--- src/rtl/gcla_pkg.sv ---
// Shared sizes and function encoding for the genome-configured logic array.
// Assumes every layer has the same unit count, and that a select field is
// wide enough to index all sources of a layer.
package gcla_pkg;
    localparam int N_IN     = 4;
    localparam int N_OUT    = 4;
    localparam int UNITS    = 8;
    localparam int LAYERS   = 6;
    localparam int FAN_IN   = 3;
    localparam int SEL_W    = $clog2(UNITS);
    localparam int FIELD_W  = SEL_W + 1;
    localparam int FN_W     = 2;
    localparam int GENE_W   = FAN_IN * FIELD_W + FN_W;
    localparam int GENOME_W = LAYERS * UNITS * GENE_W;

    typedef enum logic [FN_W-1:0] {
        FN_BUF = 2'd0,
        FN_MUX = 2'd1,
        FN_AND = 2'd2,
        FN_XOR = 2'd3
    } unit_fn_e;
endpackage

--- src/rtl/gcla_unit.sv ---
// One functional unit. It is purely combinational: three invertible selected
// sources are combined by one of four functions. Assumes SRC_N <= 2**SEL_W.
module gcla_unit
    import gcla_pkg::*;
#(
    parameter int SRC_N = UNITS
) (
    input  logic [SRC_N-1:0]  src,
    input  logic [GENE_W-1:0] gene,
    output logic              y
);
    logic [FAN_IN-1:0] opnd;
    unit_fn_e          fn;

    assign fn = unit_fn_e'(gene[GENE_W-1 -: FN_W]);

    // One selector with a conditional inverter per input field
    for (genvar k = 0; k < FAN_IN; k++) begin : g_field
        logic [SEL_W-1:0] sel;
        logic             inv;
        assign sel     = gene[k*FIELD_W +: SEL_W];
        assign inv     = gene[k*FIELD_W + SEL_W];
        assign opnd[k] = src[sel] ^ inv;
    end

    // Apply the coded function to the three conditioned operands
    always_comb begin
        unique case (fn)
            FN_BUF:  y = opnd[0];
            FN_MUX:  y = opnd[0] ? opnd[2] : opnd[1];
            FN_AND:  y = &opnd;
            FN_XOR:  y = ^opnd;
            default: y = 1'b0;
        endcase
    end
endmodule

--- src/rtl/gcla_layer.sv ---
// One layer of units followed by its output register. Assumes the genes of
// the layer are packed with unit 0 in the lowest GENE_W bits.
module gcla_layer
    import gcla_pkg::*;
#(
    parameter int SRC_N = UNITS,
    parameter int N_U   = UNITS
) (
    input  logic                  clk,
    input  logic                  rst_n,
    input  logic [SRC_N-1:0]      src,
    input  logic [N_U*GENE_W-1:0] genes,
    output logic [N_U-1:0]        q
);
    logic [N_U-1:0] d;

    for (genvar u = 0; u < N_U; u++) begin : g_unit
        gcla_unit #(.SRC_N(SRC_N)) unit_i (
            .src  (src),
            .gene (genes[u*GENE_W +: GENE_W]),
            .y    (d[u])
        );
    end

    // Register the layer outputs every cycle
    always_ff @(posedge clk) begin
        if (!rst_n) q <= '0;
        else        q <= d;
    end
endmodule

--- src/rtl/gcla_genome_store.sv ---
// Holds the active genome. It updates only when the load enable, already
// qualified by the caller, is high. Resets to all zeros.
module gcla_genome_store
    import gcla_pkg::*;
(
    input  logic                clk,
    input  logic                rst_n,
    input  logic                load_en,
    input  logic [GENOME_W-1:0] data,
    output logic [GENOME_W-1:0] q
);
    // Capture a new genome on a qualified load
    always_ff @(posedge clk) begin
        if (!rst_n)       q <= '0;
        else if (load_en) q <= data;
    end
endmodule

--- src/rtl/gcla_array.sv ---
// Top of the genome-configured logic array: LAYERS registered layers of
// UNITS units, a valid pipeline that runs alongside the data, and a genome
// store that accepts a load only while nothing is in the array.
// Assumes LAYERS >= 2 and 2*N_IN <= UNITS.
module gcla_array
    import gcla_pkg::*;
(
    input  logic                clk,
    input  logic                rst_n,
    input  logic                genome_load,
    input  logic [GENOME_W-1:0] genome_data,
    input  logic                in_valid,
    input  logic [N_IN-1:0]     in_data,
    output logic                out_valid,
    output logic [N_OUT-1:0]    out_data
);
    localparam int LAYER_GW = UNITS * GENE_W;

    logic [GENOME_W-1:0] genome_q;
    logic [LAYERS-1:0]   vld_q;
    logic [UNITS-1:0]    src0;
    logic [UNITS-1:0]    lq [LAYERS];
    logic                busy;
    logic                load_en;

    // A load is refused while a vector is entering or in flight
    assign busy    = in_valid | (|vld_q);
    assign load_en = genome_load & ~busy;

    gcla_genome_store store_i (
        .clk     (clk),
        .rst_n   (rst_n),
        .load_en (load_en),
        .data    (genome_data),
        .q       (genome_q)
    );

    // Layer 0 sources: true inputs, then their complements, then zero fill
    for (genvar j = 0; j < UNITS; j++) begin : g_src0
        if (j < N_IN) begin : g_true
            assign src0[j] = in_data[j];
        end else if (j < 2*N_IN) begin : g_comp
            assign src0[j] = ~in_data[j-N_IN];
        end else begin : g_zero
            assign src0[j] = 1'b0;
        end
    end

    for (genvar l = 0; l < LAYERS; l++) begin : g_layer
        if (l == 0) begin : g_first
            gcla_layer #(.SRC_N(UNITS), .N_U(UNITS)) layer_i (
                .clk   (clk),
                .rst_n (rst_n),
                .src   (src0),
                .genes (genome_q[l*LAYER_GW +: LAYER_GW]),
                .q     (lq[l])
            );
        end else begin : g_next
            gcla_layer #(.SRC_N(UNITS), .N_U(UNITS)) layer_i (
                .clk   (clk),
                .rst_n (rst_n),
                .src   (lq[l-1]),
                .genes (genome_q[l*LAYER_GW +: LAYER_GW]),
                .q     (lq[l])
            );
        end
    end

    // Shift the valid flag one layer per cycle alongside the data
    always_ff @(posedge clk) begin
        if (!rst_n) vld_q <= '0;
        else        vld_q <= {vld_q[LAYERS-2:0], in_valid};
    end

    assign out_valid = vld_q[LAYERS-1];
    assign out_data  = lq[LAYERS-1][N_OUT-1:0];
endmodule

--- config.mk ---
export PLATFORM = sky130hd
export DESIGN_NAME = gcla_array
export DESIGN_NICKNAME = d
export VERILOG_FILES = /design/src/rtl/gcla_pkg.sv /design/src/rtl/gcla_unit.sv /design/src/rtl/gcla_layer.sv /design/src/rtl/gcla_genome_store.sv /design/src/rtl/gcla_array.sv
export SDC_FILE = /design/constraint.sdc
export NUM_CORES = 2
export LEC_CHECK = 0
export ABC_CLOCK_PERIOD_IN_PS = 3200
export CAP_MARGIN = 40
export CORE_MARGIN = 5
export CORE_UTILIZATION = 36
export DETAILED_ROUTE_END_ITERATION = 8
export PLACE_DENSITY = 0.58
export SYNTH_ARGS = -nofsm -noshare
export SYNTH_HDL_FRONTEND = slang
export SYNTH_SLANG_ARGS = --single-unit
export TNS_END_PERCENT = 20
--- constraint.sdc ---
create_clock -name clk -period 3.2 [get_ports clk]
set_input_delay 0.32 -clock clk [delete_from_list [all_inputs] [get_ports clk]]
set_output_delay 0.32 -clock clk [all_outputs]
set_load 0.05 [all_outputs]
After elaboration in Yosys (flattened, before gate mapping)
Index checks and enable logic that the tools add are counted.
Widths: inputs -> output; s select.

storage, ports and cells
  flip-flop bits (word level) = 722
  input port bits = 680
  output and inout bits = 5
  word-level logic and storage cells = 896

operators by class
  order comparisons = 132
  equality and inequality tests = 132
  multiplexer cells = 352
  bitwise logic cells = 139
  reduce and logical (&&, ||, !) cells = 133

operators by type and width
  cell                number
  $lt 3x4->1 const B  132
  $bmux 1 s3          132
  $eq 2x2->1 const B  88
  $mux 1              176
  $pmux 1 s4          44
  $reduce_and 3->1    44
  $reduce_xor 3->1    44
  $xor 1x1->1         132
  $eq 2x1->1 const B  44
  $logic_not 2->1     44
  $reduce_or 6->1     1
  $not 1->1           5
  $and 1x1->1         1
  $or 1x1->1          1

Depth between registers and ports, before layout
  word-level depth = 6
  mapped depth = 9
  mapped depth without buffers = 8

Cells and area by module
Synthesis repeated with hierarchy kept, for this count alone.

unflattened totals
  cell total of the unflattened synthesis = 3480
  area, all modules = 39998.4 µm²

modules (own cells, without submodules)
  module                                                       times used  cells an instance  area each (µm²)  seq. area each (µm²)
  gcla_genome_store                                            1           2166               25265.5          13452.9
  gcla_unit (g_layer[0].g_first.layer_i.g_unit[0].unit_i ...)  47          25                 276.5            0.0
  gcla_layer                                                   6           16                 210.2            160.2
  gcla_unit (g_layer[1].g_next.layer_i.g_unit[2].unit_i)       1           24                 281.5            0.0
  gcla_array                                                   1           19                 193.9            120.1

Worst setup path before layout
No wires, ideal clock.

  path kind = register -> register
  start = register g_layer[0].g_first.layer_i.q[5]
  end = register g_layer[1].g_next.layer_i.q[6]
  setup time = 0.086 ns
  arrival = 2.423 ns
  data required time = 3.114 ns
  slack = 0.690 ns
  stages on the path, launching flop included = 10
  buffers on the path = 1
  clock period less this slack = 2.510 ns
  cell sequence = dfxtp_1 -> clkbuf_1 -> mux4_2 -> mux2i_1 -> xnor2_1 -> ha_1 -> or3b_2 -> a21oi_1 -> o41ai_2 -> a221oi_2

between the ends
  word-level cells in the longest chain between the ends = 5
  elaborated cells on any way between the ends = 13
  those cells by class = 8 x mux; 3 x bitwise; 2 x reduce/logical

ends and longest elaborated chain
  element                                         line              source
  from (decl)                                     gcla_layer.sv:13  output logic [N_U-1:0] q
  from (signal assigned)                          gcla_layer.sv:27  if (!rst_n) q <= '0;
  from (signal assigned)                          gcla_layer.sv:28  else q <= d;
  $bmux 1 s3                                      gcla_unit.sv:23   assign opnd[k] = src[sel] ^ inv;
  $mux 1 (not written as such)                    gcla_unit.sv:23
  $xor 1x1->1                                     gcla_unit.sv:23
  $reduce_xor 3->1, or another cell as far along  gcla_unit.sv:32   FN_XOR: y = ^opnd;
  $pmux 1 s4 *                                    gcla_unit.sv:28   unique case (fn)
  to (signal assigned)                            gcla_layer.sv:27
  to (signal assigned)                            gcla_layer.sv:28
  to (decl)                                       gcla_layer.sv:13

Mark *: on every way between the ends. The rest lies on a longest branch, timed or not. The select of a mux whose other input is x is not followed.
A chain may end at the register's enable or synchronous reset.

Final worst setup path
  start = register g_layer[3].g_next.layer_i.q[2]
  end = register g_layer[4].g_next.layer_i.q[3]

between the ends
  word-level cells in the longest chain between the ends = 5
  elaborated cells on any way between the ends = 13
  those cells by class = 8 x mux; 3 x bitwise; 2 x reduce/logical

ends and longest elaborated chain
  element                                         line
  from (decl)                                     gcla_layer.sv:13
  from (signal assigned)                          gcla_layer.sv:27
  from (signal assigned)                          gcla_layer.sv:28
  $bmux 1 s3                                      gcla_unit.sv:23
  $mux 1 (not written as such)                    gcla_unit.sv:23
  $xor 1x1->1                                     gcla_unit.sv:23
  $reduce_xor 3->1, or another cell as far along  gcla_unit.sv:32
  $pmux 1 s4 *                                    gcla_unit.sv:28
  to (signal assigned)                            gcla_layer.sv:27
  to (signal assigned)                            gcla_layer.sv:28
  to (decl)                                       gcla_layer.sv:13

Marked as above.

==> flow_summary.yaml <==
floorplanning:
  pin_count: 685
  die_x_um: 332
  core_um2: 103000
  rows: 118
  die_h_um: 332
  start_util_pct: 36.1
  die_area_um2: 110000
setup_path:
  cp_top_family: "multiplexers"
  cp.arrival_ps: 3400
  crit_chain: "mux4_2 > mux2i_1 > xnor2_1 > ha_1 > or3b_2 > a21oi_1 > o41ai_1 > a221oi_1"
  critPathBufInv: 0
  critPathLaunchType: "flop"
  slowest_stage: "mux4_2"
  reg2reg_setup_slack_ps: 290
  end_kind: "flop"
  cp.required_ps: 3690
  crit_fanout: 14
  critical_path_class: "flop to flop"
  slowest_delay_ps: 530
routing:
  dr.pass1.iters: 5
  dr.first_iter.drc_count: 1923
  postRouteAntennaNets: 0
  routedWlPerCell_um: 19.7
  wl_mm: 117
  drcViolationCount: 0
  drt-vias-per-instance: 5.15
  vias: 30600
yosys:
  synthCells: 4039
  ys_warn_count: 0
  synth_top_area_cell: "dfxtp_1"
  ys_ff_latch: 666
  yosys-top-cells-count: "nand2_1 (1302), dfxtp_1 (666), a21boi_0 (621)"
  synth_top_flop_cell: "dfxtp_1"
  synth_top_area_share_pct: 35.7
  ys_seq_area_share_pct: 35.7
  syn_area_um2: 37300
  synth_edf_count: 0
  synthTopCellsByArea: "dfxtp_1 (36%), nand2_1 (13%), a21boi_0 (13%), mux4_2 (13%), mux2i_1 (3.0%)"
  synthArstFlopShare_pct: 0
  synth.distinct_cells: 47
  avgSynthCellArea_um2: 9.23
  synthesis.nets: 4763
  yosysMostFrequentCell: "nand2_1"
sta:
  tightest_slew_ps: 1160
  period_minus_slack_ps: 2910
  hold_viol_final: 0
  relSlewSlack_pct: 22.5
  finalSetupViolations: 0
  fin_crit_sh_pct: 91.1
  rsz0062_at_grt: "no"
  slew_viol_final: 0
  fmax_ghz: 0.343
  finClkSkew_ps: 19.7
  final.setup.tns_ps: 0
finish:
  seqCellArea_um2: 13300
  final_cell_area_um2: 47700
  drive_gt1_share_pct: 10.8
  nFillCells: 9880
  syn_to_final_growth_pct: 27.8
  fin_nets: 5213
  multi_input_area_um2: 22300
clocking:
  cts_root_buf: "clkbuf_16"
  insertion_delay_ps: 630
  cts_max_level: 3
  clk_path_buf_depth: 3
  numCtsBuffers: 81
  post-cts-setup-buffer-count: 0
  cts_resized: 0
  cts_tree: "yes"
  cts_sinks: 666
  clk_pin_slew_ps: 60
  ctsHoldBuffers: 0
grt:
  grtUsageTotal_pct: 20.5
  grt-ovfl-total: 0
  grt_pass1_vias: 30100
  grt_pass1_wl_mm: 179
  antenna_found_initial: 17
  grt_max_degree: 206
placement:
  dpl-instance-area_um2: 44800
  port_buffers: 628
  gp_congestion: 0.782
  post-dp-hpwl_mm: 84.1
power:
  net-switching-power_mw: 6.45
  p_per_area_nw_per_um2: 496
  swShare_pct: 27.3
  internal_power_mw: 17.2
  ir_drop_uv: 338
  combPwrFrac_pct: 19.8
  power.leakage_nw: 16.4
  p_seq_share_pct: 39.4
  pwr-share-clk_pct: 40.8
run:
  drv_cap: 0
run_status:
  status: "finished clean"
hold_path:
  worstHoldPathType: "input port to flop"
## flip-flops by register name, summed over array words and instances (netlist names)
signal                     cells
store_i.q                    616
g_layer.g_next.layer_i.q      36
g_layer.g_first.layer_i.q      8
vld_q                          6
## per-stage QoR
stage | power, mW | hold WS, ps | instances | worst slack, ps | util (%)
floorplan | 12.3 | 430 | 4039 | 690 | -
global placement | 14.1 | 441 | 5780 | 160 | 43.3
detailed placement | 14.2 | 447 | 5786 | 262 | 43.4
CTS | 24.0 | 179 | 5933 | 225 | 46.2
global route | 24.8 | 203 | 5941 | 55.6 | 46.2
finish | 23.7 | 203 | 5943 | 286 | 46.2
## cells by family (layout without fill, tap and decap cells)
family / count (synthesis) / count (layout) / synth area share [%]
buffers and inverters: 373 / 887 / 4.41
adders and majority gates: 44 / 44 / 1.48
other: 0 / 10 / 0
AOI/OAI and AO/OA: 766 / 766 / 15.3
and+or+nand+nor: 1641 / 1641 / 19.2
xor gates and xnor gates: 160 / 160 / 3.84
muxes: 389 / 389 / 20.0
DFF: 666 / 666 / 35.7
## placed cells by master (no fill, tap or decap), types with 5 or more instances in the layout
master and n:
nand2_1 1301, dfxtp_1 666, clkdlybuf4s50_1 627, a21boi_0 621
mux4_2 207, xnor2_1 116, mux2i_1 113, clkbuf_16 87
buf_4 72, nor2_1 69, and3b_1 58, ha_1 44
nand3_1 41, xor2_1 40, mux2i_4 34, mux4_1 33
nand4b_1 33, o21ai_0 33, nor3b_1 32, a211o_1 32
a21o_1 29, nand4_1 29, and4_1 29, clkbuf_8 25
buf_12 24, a21oi_1 22, nand3b_1 21, clkbuf_1 19
diode_2 10, inv_1 10, and3_1 7, or3b_2 7
clkinv_2 7, buf_8 7, o41ai_1 6, and2_1 6
bufinv_16 5
## power groups by stage
stage / Sequential (mW) / Clock [mW] / Combinational [mW]
detailed placement: 9.51 / 0 / 4.71
finish: 9.33 / 9.64 / 4.69
floorplan: 9.18 / 0 / 3.12
global route: 9.40 / 10.3 / 5.10
CTS: 9.33 / 9.91 / 4.73
global placement: 9.55 / 0 / 4.55
## worst min-delay path, delay by kind of cell
kind	cells	cell delay [ps]
buffers and inverters	1	240
AO/OA/AOI/OAI	2	170
## routing by layer
layer | routed length [µm] | share of wire, % | track usage (%) | vias up
li1 | - | - | - | 15000
met1 | 50800 | 43 | 26.4 | 14700
met2 | 57400 | 49 | 34.8 | 704
met3 | 5280 | 4.5 | 3.35 | 178
met4 | 3690 | 3.2 | 7.27 | 6
met5 | 39 | 0.033 | 0 | -
## final timing paths
path | from | end | cells past startpoint
hold / removal | rst_n | g_layer[1].g_next.layer_i.q[6] | 3
setup / recovery | g_layer[3].g_next.layer_i.q[2] | g_layer[4].g_next.layer_i.q[3] | 8
hold reg to reg | store_i.q[601] | store_i.q[601] | 2
setup reg to reg | g_layer[3].g_next.layer_i.q[2] | g_layer[4].g_next.layer_i.q[3] | 8
## cell type report
cell class              instances  share of cell area, %
well taps                    1380                   3.62
flip-flops and latches        666                   28.0
diodes                         10                 0.0525
clock buffers                 131                   5.44
inverters                      10                 0.0788
repair buffers                730                   15.5
multi-input cells            3000                   46.8
clock inverters                16                  0.457
Power figures use the tool's default switching activity.
